[config.mk]
export PLATFORM = sky130hd
export DESIGN_NAME = seg_xlate
export DESIGN_NICKNAME = d
export VERILOG_FILES = /design/src/rtl/seg_xlate_pkg.sv /design/src/rtl/seg_sreg_file.sv /design/src/rtl/seg_desc_table.sv /design/src/rtl/seg_check.sv /design/src/rtl/seg_xlate.sv
export SDC_FILE = /design/constraint.sdc
export NUM_CORES = 2
export LEC_CHECK = 0
export BUFFER_PORTS_ARGS = -buffer_cell sky130_fd_sc_hd__buf_2
export CAP_MARGIN = 20
export CORE_MARGIN = 2
export CORE_UTILIZATION = 40
export DETAILED_ROUTE_END_ITERATION = 8
export PLACE_DENSITY = 0.57
export SLEW_MARGIN = 10
export SYNTH_ARGS = -nofsm -noshare
export SYNTH_HDL_FRONTEND = slang
export SYNTH_SLANG_ARGS = --single-unit
[constraint.sdc]
create_clock -name clk -period 6 [get_ports clk]
set_clock_uncertainty 0.2 [all_clocks]
set_input_delay 0.6 -clock clk [delete_from_list [all_inputs] [get_ports clk]]
set_output_delay 0.6 -clock clk [all_outputs]
set_load 0.02 [all_outputs]
[src/rtl/seg_xlate_pkg.sv]
package seg_xlate_pkg;

  localparam int DESC_W    = 64;
  localparam int ADDR_W    = 32;
  localparam int LIMIT_W   = 20;
  localparam int BASE_LSB  = 0;
  localparam int LIMIT_LSB = 32;
  localparam int TYPE_BIT  = 52;
  localparam int PRES_BIT  = 53;
  localparam int USED_W    = PRES_BIT + 1;

  typedef enum logic [1:0] {
    ACC_READ     = 2'd0,
    ACC_WRITE    = 2'd1,
    ACC_FETCH    = 2'd2,
    ACC_READ_ALT = 2'd3
  } acc_kind_e;

  typedef enum logic [1:0] {
    CAUSE_NONE   = 2'd0,
    CAUSE_LIMIT  = 2'd1,
    CAUSE_TYPE   = 2'd2,
    CAUSE_ABSENT = 2'd3
  } xl_cause_e;

  typedef struct packed {
    logic               present;
    logic               is_code;
    logic [LIMIT_W-1:0] limit;
    logic [ADDR_W-1:0]  base;
  } desc_t;

endpackage

[src/rtl/seg_sreg_file.sv]
module seg_sreg_file #(
  parameter int NUM_SREG = 6,
  parameter int SEL_W    = 16,
  parameter int IDX_W    = 3
) (
  input  logic             clk,
  input  logic             rst_n,
  input  logic             ld_en,
  input  logic [IDX_W-1:0] ld_idx,
  input  logic [SEL_W-1:0] ld_sel,
  input  logic [IDX_W-1:0] rd_idx,
  output logic [SEL_W-1:0] rd_sel,
  output logic             rd_ok
);

  logic [SEL_W-1:0] sel_q [NUM_SREG];

  for (genvar g = 0; g < NUM_SREG; g++) begin : g_sreg
    logic sel_en;
    assign sel_en = ld_en && (ld_idx == IDX_W'(g));
    always_ff @(posedge clk or negedge rst_n) begin
      if (!rst_n) begin
        sel_q[g] <= '0;
      end else if (sel_en) begin
        sel_q[g] <= ld_sel;
      end
    end
  end

  always_comb begin
    rd_sel = '0;
    rd_ok  = 1'b0;
    for (int i = 0; i < NUM_SREG; i++) begin
      if (rd_idx == IDX_W'(i)) begin
        rd_sel = sel_q[i];
        rd_ok  = 1'b1;
      end
    end
  end

endmodule

[src/rtl/seg_desc_table.sv]
module seg_desc_table
  import seg_xlate_pkg::*;
#(
  parameter int DEPTH = 16,
  parameter int IDX_W = 4
) (
  input  logic              clk,
  input  logic              rst_n,
  input  logic              wr_en,
  input  logic [IDX_W-1:0]  wr_idx,
  input  logic [DESC_W-1:0] wr_data,
  input  logic [IDX_W-1:0]  rd_idx,
  output desc_t             rd_desc
);

  desc_t ent_q [DEPTH];
  desc_t wr_desc;
  logic  unused_hi;

  assign wr_desc.base    = wr_data[BASE_LSB +: ADDR_W];
  assign wr_desc.limit   = wr_data[LIMIT_LSB +: LIMIT_W];
  assign wr_desc.is_code = wr_data[TYPE_BIT];
  assign wr_desc.present = wr_data[PRES_BIT];
  assign unused_hi       = ^wr_data[DESC_W-1:USED_W];

  for (genvar g = 0; g < DEPTH; g++) begin : g_ent
    logic ent_en;
    assign ent_en = wr_en && (wr_idx == IDX_W'(g));
    always_ff @(posedge clk or negedge rst_n) begin
      if (!rst_n) begin
        ent_q[g] <= '0;
      end else if (ent_en) begin
        ent_q[g] <= wr_desc;
      end
    end
  end

  always_comb begin
    rd_desc = '0;
    for (int i = 0; i < DEPTH; i++) begin
      if (rd_idx == IDX_W'(i)) begin
        rd_desc = ent_q[i];
      end
    end
  end

endmodule

[src/rtl/seg_check.sv]
module seg_check
  import seg_xlate_pkg::*;
#(
  parameter int SEL_W  = 16,
  parameter int TIDX_W = 4
) (
  input  logic              sreg_ok,
  input  logic [SEL_W-1:0]  sel,
  input  desc_t             desc,
  input  logic [1:0]        kind,
  input  logic [ADDR_W-1:0] offset,
  output logic [ADDR_W-1:0] linear,
  output xl_cause_e         cause
);

  logic sel_range_ok;
  logic absent;
  logic type_bad;
  logic over_limit;

  assign sel_range_ok = (sel[SEL_W-1:TIDX_W] == '0);
  assign absent       = !sreg_ok || !sel_range_ok || !desc.present;
  assign type_bad     = ((kind == ACC_WRITE) &&  desc.is_code) ||
                        ((kind == ACC_FETCH) && !desc.is_code);
  assign over_limit   = (offset > {{(ADDR_W-LIMIT_W){1'b0}}, desc.limit});
  assign linear       = desc.base + offset;

  always_comb begin
    if (absent) begin
      cause = CAUSE_ABSENT;
    end else if (type_bad) begin
      cause = CAUSE_TYPE;
    end else if (over_limit) begin
      cause = CAUSE_LIMIT;
    end else begin
      cause = CAUSE_NONE;
    end
  end

endmodule

[src/rtl/seg_xlate.sv]
module seg_xlate
  import seg_xlate_pkg::*;
#(
  parameter  int NUM_SREG  = 6,
  parameter  int TBL_DEPTH = 16,
  parameter  int SEL_W     = 16,
  localparam int SIDX_W    = $clog2(NUM_SREG),
  localparam int TIDX_W    = $clog2(TBL_DEPTH)
) (
  input  logic              clk,
  input  logic              rst_n,
  input  logic              sreg_ld,
  input  logic [SIDX_W-1:0] sreg_ld_idx,
  input  logic [SEL_W-1:0]  sreg_ld_sel,
  input  logic              desc_we,
  input  logic [TIDX_W-1:0] desc_widx,
  input  logic [DESC_W-1:0] desc_wdata,
  input  logic              req_valid,
  input  logic [SIDX_W-1:0] req_sreg,
  input  logic [ADDR_W-1:0] req_offset,
  input  logic [1:0]        req_kind,
  output logic              xl_valid,
  output logic [ADDR_W-1:0] xl_linear,
  output logic              xl_fault,
  output logic [1:0]        xl_cause
);

  logic [SEL_W-1:0]  cur_sel;
  logic              cur_sreg_ok;
  desc_t             cur_desc;
  logic [ADDR_W-1:0] chk_linear;
  xl_cause_e         chk_cause;

  seg_sreg_file #(
    .NUM_SREG (NUM_SREG),
    .SEL_W    (SEL_W),
    .IDX_W    (SIDX_W)
  ) u_sregs (
    .clk    (clk),
    .rst_n  (rst_n),
    .ld_en  (sreg_ld),
    .ld_idx (sreg_ld_idx),
    .ld_sel (sreg_ld_sel),
    .rd_idx (req_sreg),
    .rd_sel (cur_sel),
    .rd_ok  (cur_sreg_ok)
  );

  seg_desc_table #(
    .DEPTH (TBL_DEPTH),
    .IDX_W (TIDX_W)
  ) u_table (
    .clk     (clk),
    .rst_n   (rst_n),
    .wr_en   (desc_we),
    .wr_idx  (desc_widx),
    .wr_data (desc_wdata),
    .rd_idx  (cur_sel[TIDX_W-1:0]),
    .rd_desc (cur_desc)
  );

  seg_check #(
    .SEL_W  (SEL_W),
    .TIDX_W (TIDX_W)
  ) u_check (
    .sreg_ok (cur_sreg_ok),
    .sel     (cur_sel),
    .desc    (cur_desc),
    .kind    (req_kind),
    .offset  (req_offset),
    .linear  (chk_linear),
    .cause   (chk_cause)
  );

  logic       valid_d;
  logic       fault_d;
  logic [1:0] cause_d;
  logic       lin_en;

  always_comb begin
    valid_d = req_valid && (chk_cause == CAUSE_NONE);
    fault_d = req_valid && (chk_cause != CAUSE_NONE);
    cause_d = fault_d ? chk_cause : CAUSE_NONE;
    lin_en  = valid_d;
  end

  always_ff @(posedge clk or negedge rst_n) begin
    if (!rst_n) begin
      xl_valid <= 1'b0;
      xl_fault <= 1'b0;
      xl_cause <= CAUSE_NONE;
    end else begin
      xl_valid <= valid_d;
      xl_fault <= fault_d;
      xl_cause <= cause_d;
    end
  end

  always_ff @(posedge clk or negedge rst_n) begin
    if (!rst_n) begin
      xl_linear <= '0;
    end else if (lin_en) begin
      xl_linear <= chk_linear;
    end
  end

endmodule

==> metrics <==
status=complete, no violations; dpl hpwl=approximately 100000 microns; pwr dens=about 400 mW/mm^2; Hold WS=0.0459 ns; Remaining DRCs=0; Core ar.=0.114 sq mm; CP Cell Sequence=mux2_2 > a211oi_2 > buf_4 > buf_4 > o21bai_4 > nand2_2 > buf_4 > nor2_2 > buf_12 > buf_4 > a222oi_1 > nand4_1 > a221o_2 > ha_1 > a2111oi_0 > buf_4 > o211a_1 > o21ai_1 > a221o_1 > a211o_1 > o211ai_1 > nor3_1 > a311o_1 > mux2_4; cell count of the worst hold path=2; Mean Syn Cell Area=12.6 sq um; grt ovf=0; Placed Area=0.0512 sq mm; Synth Area in Compound Gates=9.81%; Top cell by count, worst path=buf_4; final setup fails=0; largest family of logic cells by synthesized area=multiplexers; Final Instance Area=0.0554 sq mm; worst reg-to-reg setup slack=0.20 ns; Worst Path Arrival=around 6.2 ns; largest net degree at the start of global routing=172; adder-cell share of the synthesized area=1.43%; CP Data Required Time=6.41 ns; hold wc startpoint=sreg_ld_sel[10]; layout cell share with drive strength beyond 1=43.6%; Worst setup EP type=flip-flop; EDFF count, synth=0; IO Port Bufs=about 150; top post-synthesis cells by area=dfrtp_1 (54%), mux2_2 (24%), nand2_1 (2.4%); Rel. slew slack=23.5%; top cell type's share of synthesized area=54.3%; Top Ports=165; GRT Util Overall=25.9%; clk_lat worst skew=0.73 ns; ANT nets after route=0; Avg WL per Cell=26.8 microns; R2R cell count=24; CTS tree=yes; Netlist cell types=73; Die ar.=approximately 0.12 sq mm; critical path peak fanout=5; Vias/cell=between 5 and 6; Async SR Flop Fraction=100%; chip width=343 microns; first-pass GRT wire length=227000 microns; routability cong.=0.872; Initial Util=40.3%; Clk pin slew, worst setup/hold paths=0.07 ns; post-synthesis sequential area ratio=a little over half; multiplexer share of the synthesized area=25.7%; Setup crit start kind=flip-flop; CP startpoint=u_sregs.sel_q[67]$_DFFE_PN0P_; Fmax=~170 MHz; Post-Syn Instances=3654; initial antenna violation count=12; top cells by count, synth=dfrtp_1 (996), mux2_2 (969), nand2_1 (296); Fin. Hold Viols=0; R2R Path End=xl_linear[30]$_DFFE_PN0P_; fill count=10200; Detailed Route Iter0 Violations=2920; top-count cell post-synth=dfrtp_1; CTS max path bufs=3; TritonCTS Sinks=996; Crit Path Class=flip-flop to flip-flop; total number of vias=32800; H-tree levels=3; Critical-path top delay cell=a221o_2; final worst setup slack=0.195 ns; fin crit period=around 5.8 ns; Pleak=0.0246 uW; CP peak stage delay=0.46 ns; Post-Synth Simple-Gate Area=5.77%; root cell of the clock tree=clkbuf_16; Synth Register Bits=996; Ys Warns=0; vias in the first global route=33500; worst slack, placed=-0.546 ns; Tcrit/Tclk final=a little over nine tenths; Synth Flop Type=dfrtp_1; Worst Max-Slew Pin Slew=1.15 ns; worst hold path class=primary input to flip-flop; fin util=48.6%; Num CTS Buffers=108; die height=around 340 microns; Layout area overhead=20.6%; Placement Rows=124; hold path endpoint=u_sregs.sel_q[42]$_DFFE_PN0P_; DRT Pass-1 Iters=6; worst path bufs/invs=6; Post-Synth XOR/XNOR Area=0.496%; final setup TNS=0 ns; CP top delay family=compound AO/OA/AOI/OAI gates; Max Cap Viol=0; Synth Net Count=roughly 3800; Mapped Area=around 0.046 sq mm; reg2reg start=u_sregs.sel_q[67]$_DFFE_PN0P_; Slew Viols, Final=0; Yosys top cell by area=dfrtp_1; RSZ-0062 raised after global routing=yes; NumNets Final=roughly 4300; worst vdd ir=266 uV; final wirelength=152000 microns
-- cell usage in the layout, fill, tap and decap left out, types with 23 or more instances in the layout --
cell type / synthesis / final
a21oi_1: 169 / 168
clkbuf_8: 0 / 23
clkbuf_16: 0 / 110
ha_1: 51 / 51
o21ai_0: 118 / 116
a211oi_1: 30 / 25
mux2_2: 969 / 969
a221oi_1: 45 / 44
mux2_4: 29 / 29
buf_4: 3 / 372
a222oi_1: 45 / 45
o22ai_1: 38 / 38
dfrtp_1: 996 / 996
a22oi_1: 55 / 55
nor3_1: 29 / 25
clkbuf_1: 198 / 24
buf_2: 38 / 153
buf_12: 0 / 36
nor2_1: 137 / 115
a31oi_1: 23 / 23
nand2_1: 296 / 292
nand3_1: 31 / 30
mux2i_1: 45 / 45
-- metal layers --
layer / up-vias / wire length [microns] / GRT usage [%]
li1: 14300 / - / -
met5: - / 90 / 0
met1: 17300 / 66800 / 35.8
met2: 978 / 71100 / 41.5
met4: 14 / 5220 / 8.43
met3: 275 / 8970 / 4.14
-- logic make-up (layout without fill, tap and decap cells) --
group           Yosys count  in the layout
compound gates          662            662
xor+xnor                 26             26
simple gates            596            596
mux                    1043           1043
buf+inv                 279            794
fa+ha+maj                52             52
other cells               0              2
flops                   996            996
-- registers in the layout, summed over array words and instances (netlist names) --
register / cells
u_table.ent_q: 864
u_sregs.sel_q: 96
xl_linear: 32
xl_cause: 2
xl_fault: 1
xl_valid: 1
-- worst register-to-register path: cells and delay by family, from the launching register on --
family / cells / cell delay (ns)
buffers and inverters: 6 / 0.92
adders and majority gates: 1 / 0.35
muxes: 2 / 0.53
AOI/OAI and AO/OA: 11 / 2.87
DFF: 1 / 0.39
and+or+nand+nor: 4 / 0.46
-- worst max-delay path by stage --
stage	end	cells after the start
floorplan	xl_linear[30]$_DFFE_PN0P_	23
global placement	xl_linear[31]$_DFFE_PN0P_	27
detailed placement	xl_linear[31]$_DFFE_PN0P_	27
CTS	xl_linear[30]$_DFFE_PN0P_	24
global route	xl_linear[31]$_DFFE_PN0P_	26
finish	xl_linear[30]$_DFFE_PN0P_	24
-- final cells by class --
type                            count  area (sq um)  share of cell area (%)
Sequential cell                   996         24900                    45.0
Multi-Input combinational cell   2379         20200                    36.5
Timing Repair Buffer              586          4580                    8.26
Clock buffer                      155          3110                    5.61
Tap cell                         1512          1890                    3.42
Clock inverter                     46           634                    1.15
Inverter                            7          26.3                  0.0474
Antenna cell                        2          5.00                 0.00904
-- repair_timing --
action	CTS	global route
hold buffers	13	0
buffers inserted	0	6
gates resized for setup	0	31
endpoints found under the setup margin	0	33
hold endpoints to repair	141	0
-- power by group --
group / leakage, uW / internal, uW / switching [uW]
registers: 0.0122 / 8220 / 768
logic: 0.0105 / 2950 / 3040
clock network: 0.00183 / 4090 / 2930
total: 0.0246 / 15300 / 6740
-- through the flow --
stage	power (uW)	instances
final	22000	5683
after global routing	23000	5682
after CTS	22000	5671
after detailed placement	15000	5457
after global placement	14800	5456
after floorplan	12300	3654
Power figures use the tool's default switching activity.
